--- src/rtl/instr_dec_pkg.sv ---
package instr_dec_pkg;

  localparam int unsigned ILEN = 32;
  localparam int unsigned OPC_W = 7;
  localparam int unsigned REG_W = 5;
  localparam int unsigned F3_W = 3;
  localparam int unsigned F7_W = 7;
  localparam int unsigned FMT_W = 3;

  localparam logic [OPC_W-1:0] OPC_ALU_REG  = 7'b0110011;
  localparam logic [OPC_W-1:0] OPC_ALU_IMM  = 7'b0010011;
  localparam logic [OPC_W-1:0] OPC_LOAD     = 7'b0000011;
  localparam logic [OPC_W-1:0] OPC_JUMP_REG = 7'b1100111;
  localparam logic [OPC_W-1:0] OPC_STORE    = 7'b0100011;
  localparam logic [OPC_W-1:0] OPC_BRANCH   = 7'b1100011;
  localparam logic [OPC_W-1:0] OPC_UPPER    = 7'b0110111;
  localparam logic [OPC_W-1:0] OPC_PC_UPPER = 7'b0010111;
  localparam logic [OPC_W-1:0] OPC_JUMP     = 7'b1101111;

  typedef enum logic [FMT_W-1:0] {
    FMT_REG  = 3'd0,
    FMT_IMM  = 3'd1,
    FMT_STO  = 3'd2,
    FMT_BRA  = 3'd3,
    FMT_UPP  = 3'd4,
    FMT_JMP  = 3'd5,
    FMT_NONE = 3'd7
  } fmt_e;

  typedef struct packed {
    logic [F7_W-1:0]  funct7;
    logic [REG_W-1:0] rs2;
    logic [REG_W-1:0] rs1;
    logic [F3_W-1:0]  funct3;
    logic [REG_W-1:0] rd;
    logic [OPC_W-1:0] opcode;
  } fields_t;

endpackage

--- src/rtl/instr_dec_fields.sv ---
module instr_dec_fields
  import instr_dec_pkg::*;
(
  input  logic [ILEN-1:0] inst_i,
  output fields_t         fields_o
);

  // the struct layout matches the word bit for bit
  always_comb begin
    fields_o.opcode = inst_i[6:0];
    fields_o.rd     = inst_i[11:7];
    fields_o.funct3 = inst_i[14:12];
    fields_o.rs1    = inst_i[19:15];
    fields_o.rs2    = inst_i[24:20];
    fields_o.funct7 = inst_i[31:25];
  end

endmodule

--- src/rtl/instr_dec_class.sv ---
module instr_dec_class
  import instr_dec_pkg::*;
(
  input  logic [OPC_W-1:0] opcode_i,
  output fmt_e             fmt_o,
  output logic             illegal_o,
  output logic             not32_o
);

  always_comb begin
    unique case (opcode_i)
      OPC_ALU_REG:                       fmt_o = FMT_REG;
      OPC_ALU_IMM, OPC_LOAD, OPC_JUMP_REG: fmt_o = FMT_IMM;
      OPC_STORE:                         fmt_o = FMT_STO;
      OPC_BRANCH:                        fmt_o = FMT_BRA;
      OPC_UPPER, OPC_PC_UPPER:           fmt_o = FMT_UPP;
      OPC_JUMP:                          fmt_o = FMT_JMP;
      default:                           fmt_o = FMT_NONE;
    endcase
  end

  assign illegal_o = (fmt_o == FMT_NONE);
  assign not32_o   = (opcode_i[1:0] != 2'b11);

endmodule

--- src/rtl/instr_dec_imm.sv ---
module instr_dec_imm
  import instr_dec_pkg::*;
#(
  parameter int unsigned XLEN = 32
) (
  input  logic [ILEN-1:0] inst_i,
  input  fmt_e            fmt_i,
  output logic [XLEN-1:0] imm_o
);

  localparam int unsigned EXT12 = XLEN - 12;
  localparam int unsigned EXT13 = XLEN - 13;
  localparam int unsigned EXT21 = XLEN - 21;

  logic            sgn;
  logic [XLEN-1:0] imm_i_t, imm_s_t, imm_b_t, imm_j_t, imm_u_t;

  assign sgn = inst_i[31];

  assign imm_i_t = {{EXT12{sgn}}, inst_i[31:20]};
  assign imm_s_t = {{EXT12{sgn}}, inst_i[31:25], inst_i[11:7]};
  assign imm_b_t = {{EXT13{sgn}}, inst_i[31], inst_i[7], inst_i[30:25],
                    inst_i[11:8], 1'b0};
  assign imm_j_t = {{EXT21{sgn}}, inst_i[31], inst_i[19:12], inst_i[20],
                    inst_i[30:21], 1'b0};

  generate
    if (XLEN > ILEN) begin : g_wide
      assign imm_u_t = {{(XLEN-ILEN){sgn}}, inst_i[31:12], 12'h000};
    end else begin : g_native
      assign imm_u_t = {inst_i[31:12], 12'h000};
    end
  endgenerate

  always_comb begin
    unique case (fmt_i)
      FMT_IMM: imm_o = imm_i_t;
      FMT_STO: imm_o = imm_s_t;
      FMT_BRA: imm_o = imm_b_t;
      FMT_UPP: imm_o = imm_u_t;
      FMT_JMP: imm_o = imm_j_t;
      default: imm_o = '0;
    endcase
  end

endmodule

--- src/rtl/instr_field_dec.sv ---
module instr_field_dec
  import instr_dec_pkg::*;
#(
  parameter int unsigned XLEN = 32
) (
  input  logic [31:0]     inst_i,
  output logic [6:0]      opcode_o,
  output logic [4:0]      rd_o,
  output logic [4:0]      rs1_o,
  output logic [4:0]      rs2_o,
  output logic [2:0]      funct3_o,
  output logic [6:0]      funct7_o,
  output logic [2:0]      fmt_o,
  output logic [XLEN-1:0] imm_o,
  output logic            illegal_o,
  output logic            not32_o
);

  fields_t fld;
  fmt_e    fmt;

  instr_dec_fields u_fields (
    .inst_i   (inst_i),
    .fields_o (fld)
  );

  instr_dec_class u_class (
    .opcode_i  (fld.opcode),
    .fmt_o     (fmt),
    .illegal_o (illegal_o),
    .not32_o   (not32_o)
  );

  instr_dec_imm #(.XLEN(XLEN)) u_imm (
    .inst_i (inst_i),
    .fmt_i  (fmt),
    .imm_o  (imm_o)
  );

  assign opcode_o = fld.opcode;
  assign rd_o     = fld.rd;
  assign rs1_o    = fld.rs1;
  assign rs2_o    = fld.rs2;
  assign funct3_o = fld.funct3;
  assign funct7_o = fld.funct7;
  assign fmt_o    = fmt;

endmodule

--- config.mk ---
export PLATFORM = sky130hd
export DESIGN_NAME = instr_field_dec
export DESIGN_NICKNAME = d
export VERILOG_FILES = /design/src/rtl/instr_dec_pkg.sv /design/src/rtl/instr_dec_fields.sv /design/src/rtl/instr_dec_class.sv /design/src/rtl/instr_dec_imm.sv /design/src/rtl/instr_field_dec.sv
export SDC_FILE = /design/constraint.sdc
export NUM_CORES = 1
export LEC_CHECK = 0
export CORE_MARGIN = 2
export CORE_UTILIZATION = 25
export DETAILED_ROUTE_END_ITERATION = 10
export GPL_TIMING_DRIVEN = 1
export PLACE_DENSITY = 0.89
export SLEW_MARGIN = 40
export SYNTH_ARGS = -nofsm -noshare
export SYNTH_HDL_FRONTEND = slang
export SYNTH_SLANG_ARGS = --single-unit
--- constraint.sdc ---
create_clock -name vclk -period 3.9
set_input_delay 0.975 -clock vclk [all_inputs]
set_output_delay 0.975 -clock vclk [all_outputs]
set_load 0.05 [all_outputs]
# Word-level counts from Yosys, hierarchy flattened
# Cells that the tools add are included.
# totals
ff_bits,0
in_bits,32
out_inout_bits,69
elab_cells,20
# classes
reduce_logical,2
n_eq_ne,16
n_mux,2
# ops
operator,count
32-bit one-hot mux with 5 select lines,1
7-bit by 6-bit equality test with 1-bit output (second input constant),3
7-bit equality test (second input constant),3
3-bit one-hot mux with 6 select lines,1
7-bit by 5-bit equality test with 1-bit output (second input constant),2
3-bit equality test (second input constant),3
7-bit by 2-bit equality test with 1-bit output (second input constant),1
3-bit by 2-bit equality test with 1-bit output (second input constant),2
3-bit by 1-bit equality test with 1-bit output (second input constant),1
3-bit OR reduction,1
2-bit inequality test (second input constant),1
2-bit OR reduction,1

# Logic depth before layout (Yosys ltp)
# depth
word_depth,5
ltp_mapped,10
mapped_depth_nobuf,8

# Cells and area by module
# From an unflattened synthesis, not the netlist that was laid out.
# hier_totals
hier_cells,114
hier_area_um2,728.2
# by_module_without_submodules
module,cells_per_inst,seq_area_each_um2,instances,area_each_um2
instr_dec_imm,66,0.0,1,390.4
instr_dec_fields,32,0.0,1,240.2
instr_dec_class,16,0.0,1,97.6

# Worst setup path after synthesis
# No wires, ideal clock.
# synth_timing
path_kind,in2out
startpoint,input port inst_i[6]
endpoint,output port imm_o[21]
cell_stages,9
path_slack_ps,-358
t_required_ps,2925
t_arrival_ps,3283
n_path_buf,2
path_cell_list,or3b_1 -> a21oi_2 -> buf_2 -> inv_2 -> ha_1 -> o21a_1 -> a2111oi_4 -> buf_4 -> a21o_1
# synth_via
elab_chain_len,5
elab_cells_between_ends,18
classes_between,14 x eq/ne; 2 x mux; 2 x reduce/logical
# synth_rtl
element,line_no,rtl
"start, declared",instr_field_dec.sv:6,"input logic [31:0] inst_i,"
"7-bit by 5-bit equality test with 1-bit output, or another cell as far along",instr_dec_class.sv:11,unique case (opcode_i)
3-bit OR reduction or 2-bit OR reduction (tied branches),instr_dec_class.sv:11,
3-bit one-hot mux with 6 select lines (*),instr_dec_class.sv:11,
"3-bit equality test, or another cell as far along",instr_dec_imm.sv:36,unique case (fmt_i)
32-bit one-hot mux with 5 select lines (*),instr_dec_imm.sv:36,
"end, declared",instr_field_dec.sv:14,"output logic [XLEN-1:0] imm_o,"
# Every way passes the cells marked *; elsewhere a longest branch is shown, timed or not.

# Worst setup path after layout
# layout_timing
startpoint,input port inst_i[6]
endpoint,output port imm_o[20]
# Same word-level chain as after synthesis.

==> out/metrics.cfg <==
[outcome]
status=completed

[synth]
syn-mean-instance-area_sq_um=6.85
synthesis.nets=158
syn_area_sq_um=856
ys_warn_count=0
ys_seq_area_frac=0
yosysUniqueCellTypes=35
syn_inst=125

[min_path]
whs_path_depth=7
hp-start=inst_i[3]
hold_path_class=in -> out
min_to=imm_o[14]

[die]
core_area_sq_mm=0.00331
rows=21
dieHeight_um=62.5
die_x_um=62.5
ios=101
initial_core_util=0.259
die-area_sq_mm=0.00391

[setup_path]
worstPathMaxFanout=6
critical_path.startpoint_type=primary input
critical_path_class=in -> out
crit_required_ns=2.92
crit_start=inst_i[6]
cp.arrival_ns=2.90
end_kind=output pin

[sta]
finalSetupViolCount=0
slew_viol_final=0
finalHoldViolations=0
slew-limit-headroom=0.648
finalCritPeriodShare=0.995
worst_pin_slew_ns=0.526
fmax_mhz=258
min_period_ns=3.88
rsz0062_at_grt=true
layout_setup_ws_ns=0.0212

[placement]
dpl_worst_slack_ns=-0.456
port_buffers=101
globalplace.congestion=0.999
hpwl_mm=3.31

[routing]
routedWlPerCell_um=15.3
drtIter0Drc=27
drc=0
vias_per_cell=4.83
finalWirelength_mm=4.11
drtAntennaViolNets=0
num_vias=1300
firstDrtPassIters=4

[finish]
drive_gt1_frac=0.480
utilization=0.726
ff_latch_area_sq_um=0
fillerInstances=254
nFlopsAndLatches=0
area.growth.synth_to_final_pct=181
nClkBuffers=0
antennaDiodeCount=0
nNetsFinal=258

[pwr]
power.density_mw_per_mm2=84.9
peakVddDrop_v=0.0000611
p_leak_nw=0.969

[grt]
grt_pass1_vias=1329
overflow=0
grtUsageTotal=0.195
antenna_found_initial=0
grt_start_max_net_pins=12
grt_pass1_wl_mm=6.35

[clock_tree]
cts_hold_buf=0

[flow_run]
max-cap-violations=0

==> cell families after synthesis <==
kind of cell             Yosys count  share of synthesized area
AO/OA/AOI/OAI                     40                      0.348
XOR/XNOR                           1                     0.0102
adder cells (fa/ha/maj)            1                     0.0146
buffers and inverters             39                      0.320
AND/OR/NAND/NOR                   44                      0.307
==> report_power, final <==
part	switching [mW]	leakage (nW)	internal, mW
registers	0	0	0
logic	0.119	0.969	0.0850
clock network	0	0	0
==> cell usage after synthesis <==
cell | count | area (sq um)
o32a_1 | 1 | 10.0
nor3_1 | 2 | 10.0
nand3b_1 | 1 | 7.51
o2111ai_1 | 1 | 8.76
o21ai_1 | 3 | 15.0
xnor2_1 | 1 | 8.76
and4_1 | 1 | 8.76
a21oi_2 | 1 | 8.76
nor2b_1 | 6 | 37.5
nand3_2 | 1 | 10.0
or2_2 | 1 | 6.26
o21a_1 | 2 | 15.0
a2111oi_4 | 1 | 27.5
a22oi_1 | 1 | 7.51
nand2_1 | 4 | 15.0
nor2_1 | 5 | 18.8
a21oi_1 | 11 | 55.1
ha_1 | 1 | 12.5
buf_2 | 3 | 15.0
inv_2 | 2 | 7.51
and4b_1 | 2 | 20.0
nand2b_1 | 6 | 37.5
nor3_2 | 1 | 10.0
nand4b_1 | 1 | 8.76
buf_4 | 33 | 248
o21ai_0 | 1 | 5.00
o21ba_2 | 1 | 10.0
o21ba_1 | 1 | 10.0
nor3b_1 | 1 | 7.51
a21o_1 | 12 | 90.1
nand3_1 | 10 | 50.1
or3b_1 | 1 | 8.76
a22o_1 | 4 | 35.0
inv_1 | 1 | 3.75
nor2_2 | 1 | 6.26
==> worst max-delay path by stage <==
stage,endpoint,slack [ns],cells past startpoint
after global placement,imm_o[20],-0.38,11
after floorplan,imm_o[10],-0.19,9
after global routing,imm_o[20],-0.03,11
after CTS,imm_o[20],0.008,11
final,imm_o[20],0.02,11
after detailed placement,imm_o[3],-0.46,10
==> critical path: stages <==
cell     delay [ns]
buf_6          0.09
or3b_1         0.38
a21oi_2        0.21
inv_2          0.08
ha_4           0.18
o32a_1         0.19
nand2_2        0.10
and4_4         0.28
buf_12         0.13
a21o_1         0.15
buf_12         0.14
==> cells in the final DEF, fill, tap and decap left out, drive strengths merged, types with 2 or more instances in the layout <==
master         Yosys  final
o21ai              4      4
o21a               2      2
nand2              4      4
clkdlybuf4s50      0     58
nor3               3      3
nor2               6      6
a22o               4      4
o21ba              2      2
and4b              2      2
a21oi             12     12
buf               36     72
nand2b             6      6
dlygate4sd2        0      3
nand3             11     11
a21o              12     12
inv                3      3
nor2b              6      6
==> layout make-up <==
| cell class | count | area (sq um) | area share |
|---|---|---|---|
| inverter | 3 | 11.3 | 0.00469 |
| multi-input combinational | 86 | 723 | 0.301 |
| tap | 46 | 57.6 | 0.0240 |
| timing repair buffer | 134 | 1610 | 0.670 |
==> stage by stage <==
stage | hold slack, ns | setup TNS, ns | area [sq um] | instances | power [mW]
detailed placement | 2.68 | -10.83 | 2270 | 261 | 0.198
global placement | 2.68 | -9.33 | 2270 | 261 | 0.195
CTS | 2.68 | 0 | 2370 | 267 | 0.201
finish | 2.67 | 0 | 2400 | 269 | 0.204
floorplan | 2.12 | -2.18 | 961 | 125 | 0.121
global route | 2.71 | -0.0661 | 2400 | 269 | 0.211
==> metal layers <==
metal,GRT usage,vias to the layer above,share of wire
li1,-,621,-
met1,0.198,586,0.35
met2,0.409,83,0.56
met3,0.0342,10,0.073
met4,0.0333,0,0.019
met5,0,-,0
==> what timing repair did <==
action | CTS | global route
setup endpoints to repair | 35 | 27
pin swaps | 11 | 6
hold endpoints to repair | 0 | 0
cloned | 1 | 0
setup buffers | 5 | 2
resized for setup | 26 | 7
Note: power is estimated with default switching activity, not from simulation.
